[src/rtl/link_capture_analyzer.sv]
module link_capture_analyzer #(
  parameter int ENABLE = 1,
  parameter int DEPTH  = 16,
  parameter int BUS_W  = 32
) (
  input  logic             clk,
  input  logic             rst,
  input  logic             cap_mode,
  input  logic             cont_mode,
  input  logic             start_evt,
  input  logic [31:0]      lk_data,
  input  logic             lk_reset,
  input  logic             lk_test,
  input  logic             lk_ctrl,
  input  logic             lk_wen_n,
  input  logic             lk_full,
  input  logic             lk_down,
  input  logic [3:0]       rd_byte,
  input  logic             rd_word,
  input  logic             rd_ctrl,
  input  logic             rd_advance,
  output logic [BUS_W-1:0] rd_data
);
  localparam int AW = (DEPTH > 1) ? $clog2(DEPTH) : 1;
  localparam int EW = 38;

  logic [AW:0] wptr, rptr;
  logic        empty, full;

  generate
    if (ENABLE != 0) begin : g_on
      logic [EW-1:0] mem [DEPTH];
      logic [EW-1:0] head;
      logic [7:0]    ctrl_byte;
      logic          running, wr_req, wr_ok, adv_ok;

      assign empty  = (wptr == rptr);
      assign full   = (wptr[AW] != rptr[AW]) && (wptr[AW-1:0] == rptr[AW-1:0]);
      assign wr_req = cap_mode & (cont_mode ? (start_evt | running) : ~lk_wen_n);
      assign wr_ok  = wr_req & ~full;
      assign adv_ok = rd_advance & ~empty;

      always_ff @(posedge clk) begin
        if (rst) begin
          wptr    <= '0;
          rptr    <= '0;
          running <= 1'b0;
        end else begin
          running <= cap_mode & cont_mode & (running | start_evt);
          if (wr_ok)  wptr <= wptr + 1'b1;
          if (adv_ok) rptr <= rptr + 1'b1;
        end
      end

      always_ff @(posedge clk)
        if (wr_ok)
          mem[wptr[AW-1:0]] <= {lk_down, lk_full, lk_wen_n, lk_ctrl, lk_test, lk_reset, lk_data};

      assign head      = empty ? '0 : mem[rptr[AW-1:0]];
      assign ctrl_byte = {full, empty, head[37:32]};

      if (BUS_W == 8) begin : g_b8
        always_ff @(posedge clk) begin
          if (rst)
            rd_data <= '0;
          else if ((|rd_byte) | rd_ctrl)
            rd_data <= (rd_byte[0] ? head[7:0]   : 8'h00) |
                       (rd_byte[1] ? head[15:8]  : 8'h00) |
                       (rd_byte[2] ? head[23:16] : 8'h00) |
                       (rd_byte[3] ? head[31:24] : 8'h00) |
                       (rd_ctrl    ? ctrl_byte   : 8'h00);
        end
      end else begin : g_b32
        always_ff @(posedge clk) begin
          if (rst)
            rd_data <= '0;
          else if (rd_word | rd_ctrl)
            rd_data <= (rd_word ? head[31:0] : 32'h0) |
                       (rd_ctrl ? {24'h0, ctrl_byte} : 32'h0);
        end
      end
    end else begin : g_off
      assign wptr    = '0;
      assign rptr    = '0;
      assign empty   = 1'b1;
      assign full    = 1'b0;
      assign rd_data = '0;
    end
  endgenerate
endmodule


[config.mk]
export PLATFORM = sky130hd
export DESIGN_NAME = link_capture_analyzer
export DESIGN_NICKNAME = d
export VERILOG_FILES = /design/src/rtl/link_capture_analyzer.sv
export SDC_FILE = /design/constraint.sdc
export NUM_CORES = 1
export LEC_CHECK = 0
export BUFFER_PORTS_ARGS = -buffer_cell sky130_fd_sc_hd__clkbuf_2
export CORE_MARGIN = 4
export CORE_UTILIZATION = 55
export CTS_CLUSTER_SIZE = 30
export DETAILED_ROUTE_END_ITERATION = 12
export GPL_TIMING_DRIVEN = 0
export MAX_ROUTING_LAYER = met4
export PLACE_DENSITY = 0.72
export SLEW_MARGIN = 0
export SYNTH_ARGS = -nofsm -noshare
export SYNTH_HDL_FRONTEND = slang
export SYNTH_SLANG_ARGS = --single-unit
[constraint.sdc]
create_clock -name clk -period 8.1 [get_ports clk]
set_input_delay 1.215 -clock clk [delete_from_list [all_inputs] [get_ports clk]]
set_output_delay 1.215 -clock clk [all_outputs]
set_load 0.01 [all_outputs]
# Word level (Yosys, flattened, before mapping)
# Memories as Yosys holds them, arrays and structs flattened. A register that Yosys moved wholly into a read port is not among the register bits.
# Cells that the tools add are included.
# totals
ramBits,608
regBits,43
output_inout_bits,32
in_bits,50
memories,1
# mem_list
name,words,word_bits,rd,rd_clocked_by_memory_dff,write_ports,line,source
g_on.mem,16,38,1,1,1,32,logic [EW-1:0] mem [DEPTH];
# op_classes
reduce_logical,1
bitwise,11
eq_ne,3
add_sub_neg,2
n_mux,8
# op_table
cell,n
$mux W38,1
$mux W32,1
$or A32 B8 Y32,1
$add A5 B1 Y5 const B,2
$mux W4,2
$mux W8,1
$and A1 B1 Y1,5
$eq A5 B5 Y1,1
$eq A4 B4 Y1,1
$mux W1,3
$not A1 Y1,3
$or A1 B1 Y1,2
$logic_and A1 B1 Y1,1
$ne A1 B1 Y1,1

# Logic depth before layout (Yosys ltp)
# depth
word_depth,6
mapped_depth,9

# Worst setup path before layout
# No wires, ideal clock.
# synth_timing
path_type,input-to-reg
start,input cont_mode
end,memory g_on.mem[3][0] (enable)
n_path_buf,0
required_time_ns,7.619
path_stages,4
setup_slack_ns,3.296
t_arrival_ns,4.323
path_cell_list,or3b_2 > and3_1 > o211ai_1 > nor3_1
# synth_via
elab_chain_cells,5
# synth_rtl
element,line,source
from (decl),9,"input logic cont_mode,"
$mux W1,39,assign wr_req = cap_mode & (cont_mode ? (start_evt | running) : ~lk_wen_n);
$and A1 B1 Y1,39,
$and A1 B1 Y1,40,assign wr_ok = wr_req & ~full;
$mux W1,56,if (wr_ok)
$mux W1 (not written as such),57,"mem[wptr[AW-1:0]] <= {lk_down, lk_full, lk_wen_n, lk_ctrl, lk_test, lk_reset, lk_data};"
to (decl),32,
# Every way passes these cells.

# Worst setup path in the final report
# layout_timing
start,input lk_wen_n
end,memory g_on.mem[11][10] (enable)
# layout_via
elab_chain_cells,6
# layout_rtl
element,line,source
from (decl),15,"input logic lk_wen_n,"
$not A1 Y1,39,
$mux W1,39,
$and A1 B1 Y1,39,
$and A1 B1 Y1,40,
$mux W1,56,
$mux W1 (not written as such),57,
# Every way passes these cells.

==> summary.md <==
| Metric | Value |
|---|---|
| Overall Power | `7540 µW` |
| Drt wl/cell | `28.01 µm` |
| GRT overflow | `0` |
| Worst-Margin Slew | `1153 ps` |
| Post-Route WL | `56.69 mm` |
| Reg2reg start | `wptr[2]$_SDFFE_PP0P_` |
| I/O Buffers | `77` |
| Final Cell Area | `0.02888 mm²` |
| Final hold vios | `0` |
| Mean post-synth cell area | `20.87 µm²` |
| Num rows | `78` |
| Crit path capture | `g_on.mem[11][10]$_DFFE_PP_` |
| Die Y-Extent | `221.8 µm` |
| Status | `finished clean` |
| Die Width | `221.8 µm` |
| Total number of vias | `12680` |
| DRT iter0 DRCs | `1432` |
| Drt drc | `0` |
| Post-CTS setup repair buffer count | `0` |
| Final setup margin | `4851 ps` |
| Largest area contributor in the netlist | `edfxtp_1` |
| R2R depth | `7` |
| Worst-path cell chain | `clkbuf_2 > nand2b_1 > nand3_1 > a21oi_2 > clkbuf_1 > and3_2 > buf_16` |
| GRT Total Usage | `0.2376` |
| Adder-cell share of the synthesized area | `0.002488` |
| Synth Net Count | `1260` |
| Crit Path Class | `input pin to flip-flop` |
| Simple-gate area share of the yosys netlist | `0.02269` |
| Clk buf depth | `3` |
| Multiplexer share of the synthesized area | `0.1487` |
| Worst skew pair latency | `580 ps` |
| Fill cell count | `3074` |
| XOR/XNOR Fraction of Synth Area | `0.004877` |
| R2R setup slack | `5130 ps` |
| Multi-input gate area | `0.005578 mm²` |
| Headroom to the max-slew limit | `0.2233` |
| Antenna violations before repair | `2` |
| First-pass GRT wire length | `84.08 mm` |
| H-tree levels | `3` |
| Post-synth top area share | `0.7262` |
| Largest net degree at the start of global routing | `29` |
| Total CTS buffers | `66` |
| Min cycle time layout | `3249 ps` |
| Drt pass-1 iters | `6` |
| Root Driver | `clkbuf_16` |
| Placement Cell Area | `0.02666 mm²` |
| Endpoint type of the worst setup path | `flip-flop` |
| CP Data Required Time | `8380 ps` |
| Largest cells by area after synthesis | `edfxtp_1 (73%), mux4_2 (11%), dfxtp_1 (3.7%)` |
| Resize count post-CTS | `0` |
| Slew Viols, Final | `0` |
| Pwr/cell area | `261.1 mW/mm²` |
| Clock Skew | `15.76 ps` |
| Final GP Congestion | `0.8180` |
| Fraction of registers with async set or reset after synthesis | `0` |
| Critical path startpoint | `lk_wen_n` |
| Mapped cell area | `0.02514 mm²` |
| Largest family of logic cells by synthesized area | `multiplexers` |
| Post-synth EDFFs | `608` |
| R2R Path End | `g_on.mem[11][10]$_DFFE_PP_` |
| Fin crit share | `0.4011` |
| Synth warn | `0` |
| DP HPWL | `33.71 mm` |
| CP peak stage delay | `830 ps` |
| Post-CTS Hold Buffers | `0` |
| Worst Path Max Fanout | `21` |
| Crit path DAT | `3530 ps` |
| Leakage power | `0.009195 µW` |
| Full die area | `0.04920 mm²` |
| Synth Area in Compound Gates | `0.04185` |
| Layout area overhead | `14.85%` |
| RSZ-0062 raised after global routing | `false` |
| Most used DFF post-synth | `edfxtp_1` |
| FF+latch count, synth | `655` |
| DRT antenna net count | `0` |
| Max frequency | `307.8 MHz` |
| CP max-delay cell | `and3_2` |
| Core area | `0.04528 mm²` |
| Worst-path clk slew | `60 ps` |
| Endpoints failing setup | `0` |
| Startpoint types | `input pin` |
| Synth unique cells | `45` |
| Max cap viols | `0` |
| Share of layout cells above drive strength 1 | `0.2827` |
| Pre-CTS WS | `4324 ps` |
| Total I/O pin count | `82` |
| CTS tree | `yes` |
| VDD IR max | `0.2046 mV` |
| Vias in the first global route | `12890` |
| Type of the tightest min-delay check | `flip-flop to flip-flop` |
| Seq/Total Area, Yosys | `0.7636` |
| Register Area | `0.01920 mm²` |
| Cells after synthesis | `1205` |
| Vias per cell | `6.263` |
| Clk sinks | `655` |
| Initial Utilization | `0.5552` |
| Fin nets | `1424` |
| Setup TNS | `0 ps` |
-- report_power, final --
group	switching (µW)	leakage, µW	internal (µW)
logic	378	0.00225	329
registers	24.6	0.00586	3740
clock network	1240	0.00109	1830
-- cells in the final DEF (no fill, tap or decap), types with 14 or more instances in the layout --
| cell type | netlist | routed |
|---|---|---|
| mux4_2 | 128 | 128 |
| nor2b_1 | 36 | 35 |
| nor2_1 | 18 | 18 |
| edfxtp_1 | 608 | 608 |
| buf_2 | 26 | 26 |
| clkbuf_2 | 0 | 77 |
| mux2i_1 | 71 | 71 |
| a22o_1 | 24 | 24 |
| dfxtp_1 | 47 | 47 |
| a211oi_1 | 30 | 30 |
| clkbuf_16 | 0 | 71 |
| a21oi_1 | 40 | 40 |
| clkbuf_1 | 22 | 36 |
| buf_12 | 0 | 14 |
-- cells in the mapped netlist, types with 5 or more instances --
library cell  count
dfxtp_1          47
nand2_1          10
o21ai_0           8
mux2_2           13
nor2b_1          36
a22o_1           24
mux4_2          128
a211oi_1         30
a221oi_1          6
buf_4             9
xnor2_1          10
and3_1           14
o2bb2ai_1         8
a21oi_1          40
nor3_1            9
mux2i_1          71
o22ai_1          12
nor2_1           18
a221o_1           6
buf_6             6
edfxtp_1        608
clkbuf_1         22
a21o_1            6
ha_1              5
buf_2            26
-- layout make-up --
type,instances,share of cell area
clock buffers,96,0.06859
flip-flops and latches,655,0.6648
clock inverters,25,0.007929
plain buffers,67,0.01348
diodes,2,0.0001733
multi-input cells,481,0.1932
well taps,600,0.02600
repair buffers,96,0.02556
inverters,2,0.0002600
-- logic make-up (layout without fill, tap and decap cells) --
| kind of cell | count (synthesis) | in the layout |
|---|---|---|
| and+or+nand+nor | 102 | 102 |
| AOI/OAI and AO/OA | 148 | 148 |
| buffers and inverters | 69 | 286 |
| adders and majority gates | 5 | 5 |
| other | 0 | 2 |
| DFF | 655 | 655 |
| xor gates and xnor gates | 14 | 14 |
| muxes | 212 | 212 |
-- per-stage QoR --
stage	instances	utilization	hold slack, ps
floorplan	1205	-	474.0
global placement	1882	0.5803	460.5
detailed placement	1901	0.5888	467.1
CTS	2022	0.6376	484.9
global route	2024	0.6377	495.3
finish	2024	0.6377	476.9
-- layer usage --
layer  track usage  wire, µm  vias to the layer above
met5             -         0                        -
met4       0.06763      1383                        0
met3       0.03945      4701                      102
met2        0.3619     27020                      596
met1        0.3409     23590                     6618
li1              -         -                     5361
-- flip-flops by register name, summed over array words and instances, names as in the netlist, named ones only --
register      cells
rptr              5
wptr              5
g_on.mem        608
rd_data          32
g_on.running      1
-- worst min path at each step --
| stage | startpoint | end | cells past startpoint | slack [ps] |
|---|---|---|---|---|
| after CTS | rd_data[18]$_SDFFE_PP0P_ | rd_data[18]$_SDFFE_PP0P_ | 1 | 480 |
| after global placement | rd_data[31]$_SDFFE_PP0P_ | rd_data[31]$_SDFFE_PP0P_ | 1 | 460 |
| after floorplan | g_on.running$_SDFF_PP0_ | g_on.running$_SDFF_PP0_ | 2 | 470 |
| final | rd_data[18]$_SDFFE_PP0P_ | rd_data[18]$_SDFFE_PP0P_ | 1 | 480 |
| after global routing | rd_data[9]$_SDFFE_PP0P_ | rd_data[9]$_SDFFE_PP0P_ | 1 | 500 |
| after detailed placement | rd_data[10]$_SDFFE_PP0P_ | rd_data[10]$_SDFFE_PP0P_ | 1 | 470 |
-- worst max-delay path, delay by kind of cell --
| kind | cells | cell delay [ps] |
|---|---|---|
| AND/OR/NAND/NOR | 3 | 1130 |
| buffers and inverters | 3 | 810 |
| AO/OA/AOI/OAI | 1 | 340 |
Note: power is estimated with default switching activity, not from simulation.
